[src/rtl/gpio_port_pkg.sv]
// Package: shared register-address encoding and geometry for the GPIO port.
// Assumes the bus is one register half (HALF_W bits) wide.
package gpio_port_pkg;
    localparam int HALF_W = 8;
    localparam int ADDR_W = 4;

    typedef logic [ADDR_W-1:0] reg_addr_t;

    localparam reg_addr_t RA_DIR_LO = 4'd0;
    localparam reg_addr_t RA_DIR_HI = 4'd1;
    localparam reg_addr_t RA_LVL_LO = 4'd2;
    localparam reg_addr_t RA_LVL_HI = 4'd3;
    localparam reg_addr_t RA_MSK_LO = 4'd4;
    localparam reg_addr_t RA_MSK_HI = 4'd5;
    localparam reg_addr_t RA_EVT_LO = 4'd6;
    localparam reg_addr_t RA_EVT_HI = 4'd7;
    localparam reg_addr_t RA_GLB    = 4'd8;
endpackage

[src/rtl/gpio_port_sync.sv]
// Module: two-flop synchronizer for W asynchronous pin levels.
// Assumes each bit is independent; no bus coherency is needed across bits.
module gpio_port_sync #(
    parameter int W = 12
) (
    input  logic         clk,
    input  logic         rst_n,
    input  logic [W-1:0] async_i,
    output logic [W-1:0] sync_o
);
    logic [W-1:0] meta_q;
    logic [W-1:0] sync_q;

    // Shift pad levels through two clocked stages.
    always_ff @(posedge clk) begin
        if (!rst_n) begin
            meta_q <= '0;
            sync_q <= '0;
        end else begin
            meta_q <= async_i;
            sync_q <= meta_q;
        end
    end

    assign sync_o = sync_q;

    // synchronized value equals the pad value two edges earlier
    a_r3_two_stage_delay: assert property (@(posedge clk) disable iff (!rst_n)
        ($past(rst_n) && $past(rst_n, 2)) |-> (sync_q == $past(async_i, 2)));
endmodule

[src/rtl/gpio_port_evt.sv]
// Module: per-pin change detection and pending-event bits.
// Detects any change of the synchronized level against the previous sample.
// Only input, unmasked pins record an event. Clear requests and new events
// in the same cycle resolve in favour of the new event.
module gpio_port_evt #(
    parameter int W = 12
) (
    input  logic         clk,
    input  logic         rst_n,
    input  logic [W-1:0] smp_i,
    input  logic [W-1:0] dir_i,
    input  logic [W-1:0] mask_i,
    input  logic [W-1:0] clr_i,
    output logic [W-1:0] evt_o,
    output logic [W-1:0] hit_o
);
    logic [W-1:0] prev_q;
    logic [W-1:0] evt_q;
    logic [W-1:0] hit;

    assign hit = (smp_i ^ prev_q) & dir_i & ~mask_i;

    // Remember the last synchronized sample for the compare.
    always_ff @(posedge clk) begin
        if (!rst_n) prev_q <= '0;
        else        prev_q <= smp_i;
    end

    // Update pending events: clear on read, new events always win.
    always_ff @(posedge clk) begin
        if (!rst_n) evt_q <= '0;
        else        evt_q <= (evt_q & ~clr_i) | hit;
    end

    assign evt_o = evt_q;
    assign hit_o = hit;

    // a masked or output pin never gains a new event bit
    a_r5_blocked_no_set: assert property (@(posedge clk) disable iff (!rst_n)
        ((evt_q & ~$past(evt_q) & ($past(mask_i) | ~$past(dir_i))) == '0));
    // a cleared bit stays clear unless a new event hit it
    a_r7_clear_takes: assert property (@(posedge clk) disable iff (!rst_n)
        ((evt_q & $past(clr_i) & ~$past(hit)) == '0));
    // every detected event is pending on the next cycle
    a_r8_event_kept: assert property (@(posedge clk) disable iff (!rst_n)
        ((~evt_q & $past(hit)) == '0));
endmodule

[src/rtl/gpio_port_regs.sv]
// Module: register file and bus decode for direction, data and mask,
// plus read mux and clear-on-read strobes for the event halves.
// Assumes HALF_W < NPINS <= 2*HALF_W. Read data is registered.
module gpio_port_regs
    import gpio_port_pkg::*;
#(
    parameter int NPINS = 12
) (
    input  logic              clk,
    input  logic              rst_n,
    input  logic              wr_en_i,
    input  logic              rd_en_i,
    input  reg_addr_t         addr_i,
    input  logic [HALF_W-1:0] wdata_i,
    input  logic [NPINS-1:0]  smp_i,
    input  logic [NPINS-1:0]  evt_i,
    input  logic              summary_i,
    output logic [NPINS-1:0]  dir_o,
    output logic [NPINS-1:0]  dout_o,
    output logic [NPINS-1:0]  mask_o,
    output logic [NPINS-1:0]  clr_o,
    output logic [HALF_W-1:0] rdata_o
);
    localparam int PAD = 2 * HALF_W;

    logic [NPINS-1:0]  dir_q, dout_q, mask_q;
    logic [NPINS-1:0]  wbit, dir_we, dat_we, msk_we, clr;
    logic [NPINS-1:0]  lvl;
    logic [PAD-1:0]    dir_pad, lvl_pad, msk_pad, evt_pad;
    logic [HALF_W-1:0] rd_mux;
    logic [HALF_W-1:0] rdata_q;

    // Per-pin lane decode: pick the half and the bit within the half.
    for (genvar i = 0; i < NPINS; i++) begin : g_lane
        localparam bit        IS_HI = (i >= HALF_W);
        localparam int        LBIT  = i % HALF_W;
        localparam reg_addr_t A_DIR = IS_HI ? RA_DIR_HI : RA_DIR_LO;
        localparam reg_addr_t A_DAT = IS_HI ? RA_LVL_HI : RA_LVL_LO;
        localparam reg_addr_t A_MSK = IS_HI ? RA_MSK_HI : RA_MSK_LO;
        localparam reg_addr_t A_EVT = IS_HI ? RA_EVT_HI : RA_EVT_LO;
        assign wbit[i]   = wdata_i[LBIT];
        assign dir_we[i] = wr_en_i && (addr_i == A_DIR);
        assign dat_we[i] = wr_en_i && (addr_i == A_DAT);
        assign msk_we[i] = wr_en_i && (addr_i == A_MSK);
        assign clr[i]    = rd_en_i && (addr_i == A_EVT);
    end

    // Hold direction, output data and mask; load per-lane on write.
    always_ff @(posedge clk) begin
        if (!rst_n) begin
            dir_q  <= '1;
            dout_q <= '0;
            mask_q <= '1;
        end else begin
            dir_q  <= (dir_q  & ~dir_we) | (wbit & dir_we);
            dout_q <= (dout_q & ~dat_we) | (wbit & dat_we);
            mask_q <= (mask_q & ~msk_we) | (wbit & msk_we);
        end
    end

    // Present pin level: sampled input or driven data.
    assign lvl = (dir_q & smp_i) | (~dir_q & dout_q);

    assign dir_pad = PAD'(dir_q);
    assign lvl_pad = PAD'(lvl);
    assign msk_pad = PAD'(mask_q);
    assign evt_pad = PAD'(evt_i);

    // Select the addressed half; unmapped addresses read zero.
    always_comb begin
        case (addr_i)
            RA_DIR_LO: rd_mux = dir_pad[HALF_W-1:0];
            RA_DIR_HI: rd_mux = dir_pad[PAD-1:HALF_W];
            RA_LVL_LO: rd_mux = lvl_pad[HALF_W-1:0];
            RA_LVL_HI: rd_mux = lvl_pad[PAD-1:HALF_W];
            RA_MSK_LO: rd_mux = msk_pad[HALF_W-1:0];
            RA_MSK_HI: rd_mux = msk_pad[PAD-1:HALF_W];
            RA_EVT_LO: rd_mux = evt_pad[HALF_W-1:0];
            RA_EVT_HI: rd_mux = evt_pad[PAD-1:HALF_W];
            RA_GLB:    rd_mux = {{(HALF_W-1){1'b0}}, summary_i};
            default:   rd_mux = '0;
        endcase
    end

    // Capture read data on the read strobe.
    always_ff @(posedge clk) begin
        if (!rst_n)       rdata_q <= '0;
        else if (rd_en_i) rdata_q <= rd_mux;
    end

    assign dir_o   = dir_q;
    assign dout_o  = dout_q;
    assign mask_o  = mask_q;
    assign clr_o   = clr;
    assign rdata_o = rdata_q;

    // the cycle after reset all pins are inputs and all masks set
    a_r1_reset_values: assert property (@(posedge clk)
        (!$past(rst_n) && rst_n && $past(rst_n, 2) == 1'b0) |->
        (dir_q == '1 && mask_q == '1 && dout_q == '0));
    // a write to the low direction half lands on the next edge
    a_r2_dir_write: assert property (@(posedge clk) disable iff (!rst_n)
        ($past(wr_en_i) && $past(addr_i) == RA_DIR_LO) |->
        (dir_q[HALF_W-1:0] == $past(wdata_i)));
endmodule

[src/rtl/gpio_port.sv]
// Module: top of the GPIO port. Synchronizes pads, detects changes,
// holds the register file and exports the summary interrupt flag.
// Assumes HALF_W < NPINS <= 2*HALF_W and a single clock domain for the bus.
module gpio_port
    import gpio_port_pkg::*;
#(
    parameter int NPINS = 12
) (
    input  logic              clk,
    input  logic              rst_n,
    input  logic              bus_wr_i,
    input  logic              bus_rd_i,
    input  logic [ADDR_W-1:0] bus_addr_i,
    input  logic [HALF_W-1:0] bus_wdata_i,
    output logic [HALF_W-1:0] bus_rdata_o,
    input  logic [NPINS-1:0]  pin_i,
    output logic [NPINS-1:0]  pin_o,
    output logic [NPINS-1:0]  pin_oe_o,
    output logic              irq_o
);
    logic [NPINS-1:0] smp, dir, dout, mask, clr, evt, hit;
    logic             summary;

    gpio_port_sync #(.W(NPINS)) i_sync (
        .clk     (clk),
        .rst_n   (rst_n),
        .async_i (pin_i),
        .sync_o  (smp)
    );

    gpio_port_evt #(.W(NPINS)) i_evt (
        .clk    (clk),
        .rst_n  (rst_n),
        .smp_i  (smp),
        .dir_i  (dir),
        .mask_i (mask),
        .clr_i  (clr),
        .evt_o  (evt),
        .hit_o  (hit)
    );

    gpio_port_regs #(.NPINS(NPINS)) i_regs (
        .clk       (clk),
        .rst_n     (rst_n),
        .wr_en_i   (bus_wr_i),
        .rd_en_i   (bus_rd_i),
        .addr_i    (bus_addr_i),
        .wdata_i   (bus_wdata_i),
        .smp_i     (smp),
        .evt_i     (evt),
        .summary_i (summary),
        .dir_o     (dir),
        .dout_o    (dout),
        .mask_o    (mask),
        .clr_o     (clr),
        .rdata_o   (bus_rdata_o)
    );

    // Summary: any pending event whose mask bit is clear.
    assign summary  = |(evt & ~mask);
    assign irq_o    = summary;
    assign pin_o    = dout;
    assign pin_oe_o = ~dir;

    // the flag only rises after a detected event or a mask change
    a_r6_irq_rise_cause: assert property (@(posedge clk) disable iff (!rst_n)
        $rose(irq_o) |-> ($past(hit) != '0 || $past(mask) != mask));
    // a new event always stems from a change on a synchronized input
    a_r4_event_source: assert property (@(posedge clk) disable iff (!rst_n)
        ((evt & ~$past(evt)) != '0) |-> ($past(smp) != $past(smp, 2)));
endmodule

[config.mk]
export PLATFORM = sky130hd
export DESIGN_NAME = gpio_port
export DESIGN_NICKNAME = d
export VERILOG_FILES = /design/src/rtl/gpio_port_pkg.sv /design/src/rtl/gpio_port_sync.sv /design/src/rtl/gpio_port_evt.sv /design/src/rtl/gpio_port_regs.sv /design/src/rtl/gpio_port.sv
export SDC_FILE = /design/constraint.sdc
export NUM_CORES = 1
export LEC_CHECK = 0
export ABC_AREA = 1
export ABC_CLOCK_PERIOD_IN_PS = 1500
export BUFFER_PORTS_ARGS = -buffer_cell sky130_fd_sc_hd__buf_2
export CORE_ASPECT_RATIO = 1.2
export CORE_MARGIN = 2
export CORE_UTILIZATION = 50
export DETAILED_ROUTE_END_ITERATION = 6
export GPL_ROUTABILITY_DRIVEN = 0
export HOLD_SLACK_MARGIN = 0.12
export PLACE_DENSITY = 0.78
export SLEW_MARGIN = 20
export SYNTH_ARGS = -nofsm -noshare
export SYNTH_HDL_FRONTEND = slang
export SYNTH_SLANG_ARGS = --single-unit
[constraint.sdc]
create_clock -name clk -period 1.5 [get_ports clk]
set_clock_uncertainty 0.05 [all_clocks]
set_input_delay 0.45 -clock clk [delete_from_list [all_inputs] [get_ports clk]]
set_output_delay 0.45 -clock clk [all_outputs]
set_load 0.01 [all_outputs]
==> reports/results.ini, run 1 <==
[synth]
async_reset_ff_share_pct=0
synth-seq-cells=92
syn_nets=531
synth_top_flop_cell=dfxtp_1
yosys.area.top_type=dfxtp_1
synth_top_cell_area_share_pct=49.3
ys_top_cells_by_area=dfxtp_1 49%, nand2_1 15%, inv_1 7.8%
ys_seq_area_share_pct=49.3
yosys_warnings=0
syn_inst=503
synth.most_common_cell=nand2_1
netlist_top_cells_count=151 x nand2_1, 92 x dfxtp_1, 78 x inv_1
synth_edf_count=0
avgSynthCellArea_um2=7.43
syn_area_um2=3740
ys_types=23

[layout]
nets=617
seqCellArea_um2=1860
drive_gt1_share_pct=27.0
design_area_um2=4630
diodes=0
final_util_pct=64.1
num-fill-cells=671
multi_input_area_um2=1580
area_delta_synth_final_pct=24.0

[route]
drtIter0Drc=247
drtPass1Iterations=5
avgRoutedWirePerCell_um=13.7
ant_nets=0
num_vias=3509
drc=0
post_drt_via_cell_ratio=5.14
finalWirelength_um=9360

[cts]
holdBufCountCts=0
clockRootBuffer=clkbuf_8
cts_htree_levels=3
cts_buffers=9
clk_latency_ns=0.36
clk_pin_slew_ns=0.09
clockBufferDepth=2
cts_tree=done
clkSinkCount=92

[placement]
dp.final_hpwl_um=6510
postPlaceCellArea_um2=4270
port_buffers=60

[sta]
tns_ns=-0.360
max-slew-margin-rel_pct=76.0
post-route-min-period_ns=1.77
fmax_mhz=564
rsz0062_at_grt=yes
fin_ws_ns=-0.273
setup_viol_count_final=2
final-max-slew-violation-count=0
fin_crit_sh_pct=118
hold_viol_final=0
worst_pin_slew_ns=0.358

[critical_path]
critical_path_class=reg2out
cp.required_ns=1.00
cp-start-kind=flip-flop
cp-end-kind=primary output
path_max_fanout=3
arrival_ns=1.27

[global_routing]
antenna_found_initial=0
grtUsageTotal_pct=23.1
grt_pass1_wl_um=15200
grt_max_degree=34
grt-ovfl-total=0
grt_pass1_vias=3281

[die]
core_area_um2=7230
num_rows=34
dieArea_um2=8190
start_util_pct=51.7
io_pins=61
die_x_um=82.9
die_y_um=98.7

[worst_hold_path]
holdCritStartpoint=pin_i[11]
hold_class=in2reg

[power_and_ir_drop]
p_leak_nw=2.35
powerDensity_nw_per_um2=1020
peakVddDrop_mv=0.583
finalPower_mw=4.71

[outcome]
status=finished, violations left
failed_checks=setup timing

[run]
cap_violations=0

[worst max-delay path, stage by stage (launching register included)]
cell     delay, ns
dfxtp_2       0.36
inv_2         0.05
nand2_2       0.06
nand2_2       0.07
nor2_4        0.14
nand3_4       0.10
buf_6         0.13
[layer usage]
layer	up-vias	GRT usage, %	part of all wire, %
met5	-	0	0
met1	1571	29.1	44
met4	0	12.5	3.0
li1	1774	-	-
met3	28	3.27	5.9
met2	136	38.5	47
[kinds of logic after synthesis]
| logic type | Yosys count | share of synthesized area, % |
|---|---|---|
| AO/OA/AOI/OAI | 131 | 19.9 |
| AND/OR/NAND/NOR | 185 | 20.6 |
| buffers and inverters | 95 | 10.3 |
| flip-flops | 92 | 49.3 |
[stage by stage]
stage / hold slack, ns / cells / worst slack [ns]
floorplan: 0.340 / 503 / 0.0759
global placement: 0.344 / 661 / -0.199
detailed placement: 0.350 / 661 / -0.272
CTS: 0.206 / 681 / -0.241
global route: 0.221 / 683 / -0.326
finish: 0.217 / 683 / -0.273
[placed cells by master (no fill, tap or decap), drive strengths merged]
cell type  synthesis  routed
nand2            153     153
bufinv             0       2
clkbuf            10       9
o211ai            24      24
o21ai             46      46
buf                5      90
dfxtp             92      92
o22ai              1       1
clkinvlp           0       2
clkinv             0       1
nor3               1       1
a21oi             57      57
inv               80      81
o2111ai            3       3
nand3              7       7
nor2              24      24
[worst paths after layout]
path	endpoint	slack [ns]	cells past startpoint
worst max-delay path	irq_o	-0.27	6
worst min-delay path	i_sync.meta_q[11]$_SDFF_PN0_	0.22	3
worst max register to register	i_regs.rdata_o[0]$_SDFFE_PN0P_	-0.09	13
worst min register to register	i_sync.sync_o[7]$_SDFF_PN0_	0.36	2
[what timing repair did]
item / CTS / global route
buffers inserted: 5 / 3
setup endpoints to repair: 1 / 12
resized for setup: 15 / 36
endpoints found under the hold margin: 0 / 0
pin swaps: 3 / 6
[power by group]
part / switching, mW / internal (mW)
logic: 0.232 / 0.143
registers: 0.0408 / 2.51
clock network: 0.855 / 0.932
total: 1.13 / 3.59
[final cells by class]
class	count	area share (%)
timing repair buffer	90	12.3
clock buffer	9	2.67
multi-input combinational	316	34.0
sequential	92	40.1
tap	90	2.43
clock inverter	6	1.92
inverter	80	6.54
No activity file was read; power rests on OpenSTA's default activity.
==> inputs of run 2 (changes only) <==
ABC_CLOCK_PERIOD_IN_PS = 1730   (was 1500)
CORE_UTILIZATION = 55   (was 50)
PLACE_DENSITY = 0.81   (was 0.78)
SLEW_MARGIN = unset   (was 20)
clock period = 1.73 ns   (was 1.5 ns; I/O delays follow)
==> reports/results.ini, run 2 (synthesis results as in run 1) <==
[route]
drtIter0Drc=351
num_vias=3508
post_drt_via_cell_ratio=5.23
finalWirelength_um=9200
avgRoutedWirePerCell_um=13.7
drtPass1Iterations=6
ant_nets=0
drc=0

[power_and_ir_drop]
finalPower_mw=3.90
seqPwrFrac_pct=56.7
peakVddDrop_mv=0.465
power.share.clock_pct=35.2
combPwrFrac_pct=8.0
powerDensity_nw_per_um2=861
switching_power_mw=0.957
p_leak_nw=2.29
p_int_mw=2.94
swShare_pct=24.5

[die]
die_y_um=94.3
die_x_um=79.3
num_rows=32
start_util_pct=57.6
core_area_um2=6490
io_pins=61
dieArea_um2=7470

[critical_path]
critical_path_class=reg2out
path_cells=inv_2 > nand2_2 > nand2_2 > nor2_4 > nand3_4 > buf_6
path_max_fanout=3
cp_slowest_cell=dfxtp_2
cp-end-kind=primary output
cp.required_ns=1.16
reg2reg_depth=14
cp_common_cell=nand2_2
crit_path_end=irq_o
r2r_slack_ns=-0.05
reg2reg_to=i_regs.rdata_o[0]$_SDFFE_PN0P_
cp-start-kind=flip-flop
cp_slowest_stage_delay_ns=0.35
arrival_ns=1.28

[sta]
final-max-slew-violation-count=0
worst_hold_slack_ns=0.283
tns_ns=-0.169
hold_viol_final=0
post-route-min-period_ns=1.84
setup_viol_count_final=2
max-slew-margin-rel_pct=78.9
fin_crit_sh_pct=107
worst_pin_slew_ns=0.317
rsz0062_at_grt=yes
fin_ws_ns=-0.115
fmax_mhz=542

[layout]
nets=611
final_common_cell=nand2_1
num-fill-cells=535
multi_input_area_um2=1560
design_area_um2=4530
seqCellArea_um2=1850
final_cell_mix=142 x nand2_1, 83 x dfxtp_1, 67 x inv_1, 59 x buf_2, 54 x a21oi_1
drive_gt1_share_pct=25.1
diodes=0
area_delta_synth_final_pct=21.2

[worst_hold_path]
hold_class=in2reg
min_path_cells=3
holdCritStartpoint=pin_i[9]

[cts]
clk_pin_slew_ns=0.08
clkSinkCount=92
cts_buffers=9
holdBufCountCts=0
cts_tree=done
clockRootBuffer=clkbuf_8
clockBufferDepth=2
cts_htree_levels=3
clk_latency_ns=0.36

[global_routing]
antenna_found_initial=0
grt_pass1_wl_um=15400
grtUsageTotal_pct=26.5
grt_pass1_vias=3452
grt-ovfl-total=0
grt_max_degree=34

[run]
cap_violations=0

[outcome]
status=finished, violations left
failed_checks=setup timing

[placement]
post-place-ws_ns=-0.0461
postPlaceCellArea_um2=4190
dp.final_hpwl_um=6290
port_buffers=60

==> run 2: changes by cell type in the layout (fill, tap and decap cells not counted), moves of 3 or more <==
cell	change
o21ai_0	+3
dfxtp_2	-4
buf_4	-3
dfxtp_1	+4
buf_6	-4
o21ai_1	-3
==> run 2: how the worst min path moves through the flow <==
stage                                    to  slack (ns)
3_5_place_dp   i_sync.sync_o[11]$_SDFF_PN0_        0.35
5_1_grt         i_sync.meta_q[2]$_SDFF_PN0_        0.28
6_report        i_sync.meta_q[9]$_SDFF_PN0_        0.28
2_1_floorplan   i_sync.sync_o[0]$_SDFF_PN0_        0.34
3_3_place_gp    i_sync.sync_o[0]$_SDFF_PN0_        0.34
4_1_cts         i_sync.meta_q[9]$_SDFF_PN0_        0.28
==> run 2: what timing repair did <==
action / in CTS / in global routing
gates resized for setup: 23 / 14
endpoints found under the hold margin: 0 / 0
endpoints found under the setup margin: 1 / 2
buffers inserted: 10 / 2
cloned: 0 / 0
pin swaps: 7 / 6
==> run 2: per-stage QoR <==
step           cells  util (%)
2_1_floorplan    503         -
3_3_place_gp     645      64.6
3_5_place_dp     645      64.6
4_1_cts          669      69.0
5_1_grt          671      69.8
6_report         671      69.8
==> run 2: final cells by class <==
type | count | share of cell area, %
Multi-Input combinational cell | 316 | 34.5
Clock inverter | 5 | 1.19
Tap cell | 85 | 2.35
Sequential cell | 92 | 40.9
Inverter | 80 | 6.69
Timing Repair Buffer | 84 | 11.6
Clock buffer | 9 | 2.74
==> run 2: worst max-delay path, delay by kind of cell (launching register included) <==
kind          cells  cell delay, ns
buf+inv           2            0.18
simple gates      4            0.38
flops             1            0.35
==> run 2: routing by layer <==
metal	part of all wire [%]	track usage, %	up-vias
met5	0	0	-
met1	44	32.7	1584
met3	5.8	5.77	21
li1	-	-	1758
met2	47	44.8	145
met4	2.8	11.1	0
==> run 2: power groups by stage <==
stage / registers (mW) / logic [mW] / clock network (mW)
floorplan: 2.26 / 0.174 / 0
global placement: 2.26 / 0.293 / 0
detailed placement: 2.26 / 0.300 / 0
CTS: 2.21 / 0.307 / 1.38
global route: 2.22 / 0.351 / 1.48
finish: 2.21 / 0.313 / 1.37
==> inputs of run 3 (changes only) <==
PLACE_DENSITY = 0.79   (was 0.81)
SYNTH_HIERARCHICAL = 1   (was unset)
==> reports/results.ini, run 3 <==
[cts]
clk_latency_ns=0.35
clkSinkCount=92
cts_tree=done
clockBufferDepth=2
clk_pin_slew_ns=0.10
cts_htree_levels=3
cts_buffers=9
holdBufCountCts=0
clockRootBuffer=clkbuf_8

[critical_path]
cp.required_ns=1.16
reg2reg_depth=12
path_cells=inv_2 > nand2_2 > nand2_1 > nor2_1 > nand3_1 > buf_2
critical_path_class=reg2out
arrival_ns=1.25
r2r_slack_ns=0.21
path_max_fanout=2
cp_slowest_stage_delay_ns=0.36
critical-path-top-delay-family=flip-flops
cp-start-kind=flip-flop
cp-end-kind=primary output
crit_buf_inv=2
reg2reg_to=i_regs/rdata_o[0]$_SDFFE_PN0P_
cp_slowest_cell=dfxtp_2

[layout]
nets=737
final_common_cell=nand2_1
fin_cells=804
final_cell_mix=219 x nand2_1, 127 x inv_1, 77 x dfxtp_1, 60 x buf_2, 52 x nand3_1
drive_gt1_share_pct=21.7
final_util_pct=67.2
diodes=0
num-fill-cells=624
area_delta_synth_final_pct=16.8
design_area_um2=4910

[die]
start_util_pct=57.5
dieArea_um2=8370
num_rows=34
die_x_um=83.8
core_area_um2=7320
die_y_um=99.8
io_pins=61

[synth]
avgSynthCellArea_um2=6.65
syn_area_um2=4210
yosys_warnings=6
syn_nets=661
syn_inst=633

[sta]
final-max-slew-violation-count=0
hold_viol_final=0
setup_viol_count_final=1
post-route-min-period_ns=1.82
fin_crit_sh_pct=105
worst_pin_slew_ns=0.366
max-slew-margin-rel_pct=75.6
rsz0062_at_grt=yes
fin_ws_ns=-0.0926
worst_hold_slack_ns=0.289
tns_ns=-0.0926
fmax_mhz=549

[route]
drtPass1Iterations=5
post_drt_via_cell_ratio=4.93
finalWirelength_um=10200
drc=0
drtIter0Drc=280
avgRoutedWirePerCell_um=12.7
ant_nets=0
num_vias=3961

[power_and_ir_drop]
combPwrFrac_pct=8.8
finalPower_mw=4.00
power.share.clock_pct=35.7
switching_power_mw=1.02
p_int_mw=2.98
seqPwrFrac_pct=55.4
swShare_pct=25.4
peakVddDrop_mv=0.565
powerDensity_nw_per_um2=814
p_leak_nw=2.83

[global_routing]
grtUsageTotal_pct=24.5
antenna_found_initial=0
grt_pass1_vias=3616
grt-ovfl-total=0
grt_max_degree=35
grt_pass1_wl_um=16500

[worst_hold_path]
hold_path_end=i_sync/meta_q[10]$_SDFF_PN0_
hold_class=in2reg
holdCritStartpoint=pin_i[10]
min_path_cells=3

[outcome]
failed_checks=setup timing
status=finished, violations left

[placement]
place_inst=776
post-place-ws_ns=-0.0850
dp.final_hpwl_um=7360
postPlaceCellArea_um2=4600
port_buffers=60

[run]
cap_violations=0

-- run 3: worst max path at each step --
| stage | startpoint | end | slack, ns | cells past startpoint |
|---|---|---|---|---|
| final | flip-flop | irq_o | -0.09 | 6 |
| after global routing | flip-flop | irq_o | -0.16 | 6 |
| after CTS | flip-flop | irq_o | -0.09 | 6 |
| after detailed placement | bus_addr_i[2] | flip-flop | -0.08 | 9 |
| after global placement | bus_addr_i[2] | flip-flop | -0.03 | 9 |
| after floorplan | bus_rd_i | i_evt/evt_o[10]$_SDFF_PN0_ | 0.07 | 7 |
-- run 3: repair_timing --
action	in CTS	in global routing
gates resized for setup	17	7
endpoints found under the setup margin	1	1
setup buffers	8	4
pin swaps	2	5
-- run 3: layout make-up --
| class | instances | area (µm²) | area share (%) |
|---|---|---|---|
| flip-flops and latches | 92 | 1860 | 37.9 |
| multi-input cells | 380 | 1700 | 34.7 |
| repair buffers | 88 | 523 | 10.6 |
| inverters | 138 | 519 | 10.6 |
| clock buffers | 11 | 131 | 2.67 |
| well taps | 90 | 113 | 2.29 |
| clock inverters | 5 | 61.3 | 1.25 |
-- run 3: power by group through the flow --
stage | Combinational [mW] | Sequential, mW | Clock [mW]
after floorplan | 0.207 | 2.26 | 0
after global placement | 0.326 | 2.27 | 0
after detailed placement | 0.336 | 2.27 | 0
after CTS | 0.346 | 2.22 | 1.44
after global routing | 0.396 | 2.23 | 1.52
final | 0.354 | 2.22 | 1.43
-- run 3: tightest hold or removal path: cells and delay by family --
| kind | cells | cell delay (ns) |
|---|---|---|
| AND/OR/NAND/NOR | 1 | 0.04 |
| buffers and inverters | 2 | 0.11 |
-- run 3: metal layers --
metal  GRT usage (%)  share of wire [%]  vias up
met1            31.9                 44     1763
li1                -                  -     2024
met3            3.45                6.4       16
met4            10.7                1.8        0
met2            40.8                 48      158
met5               0                  0        -
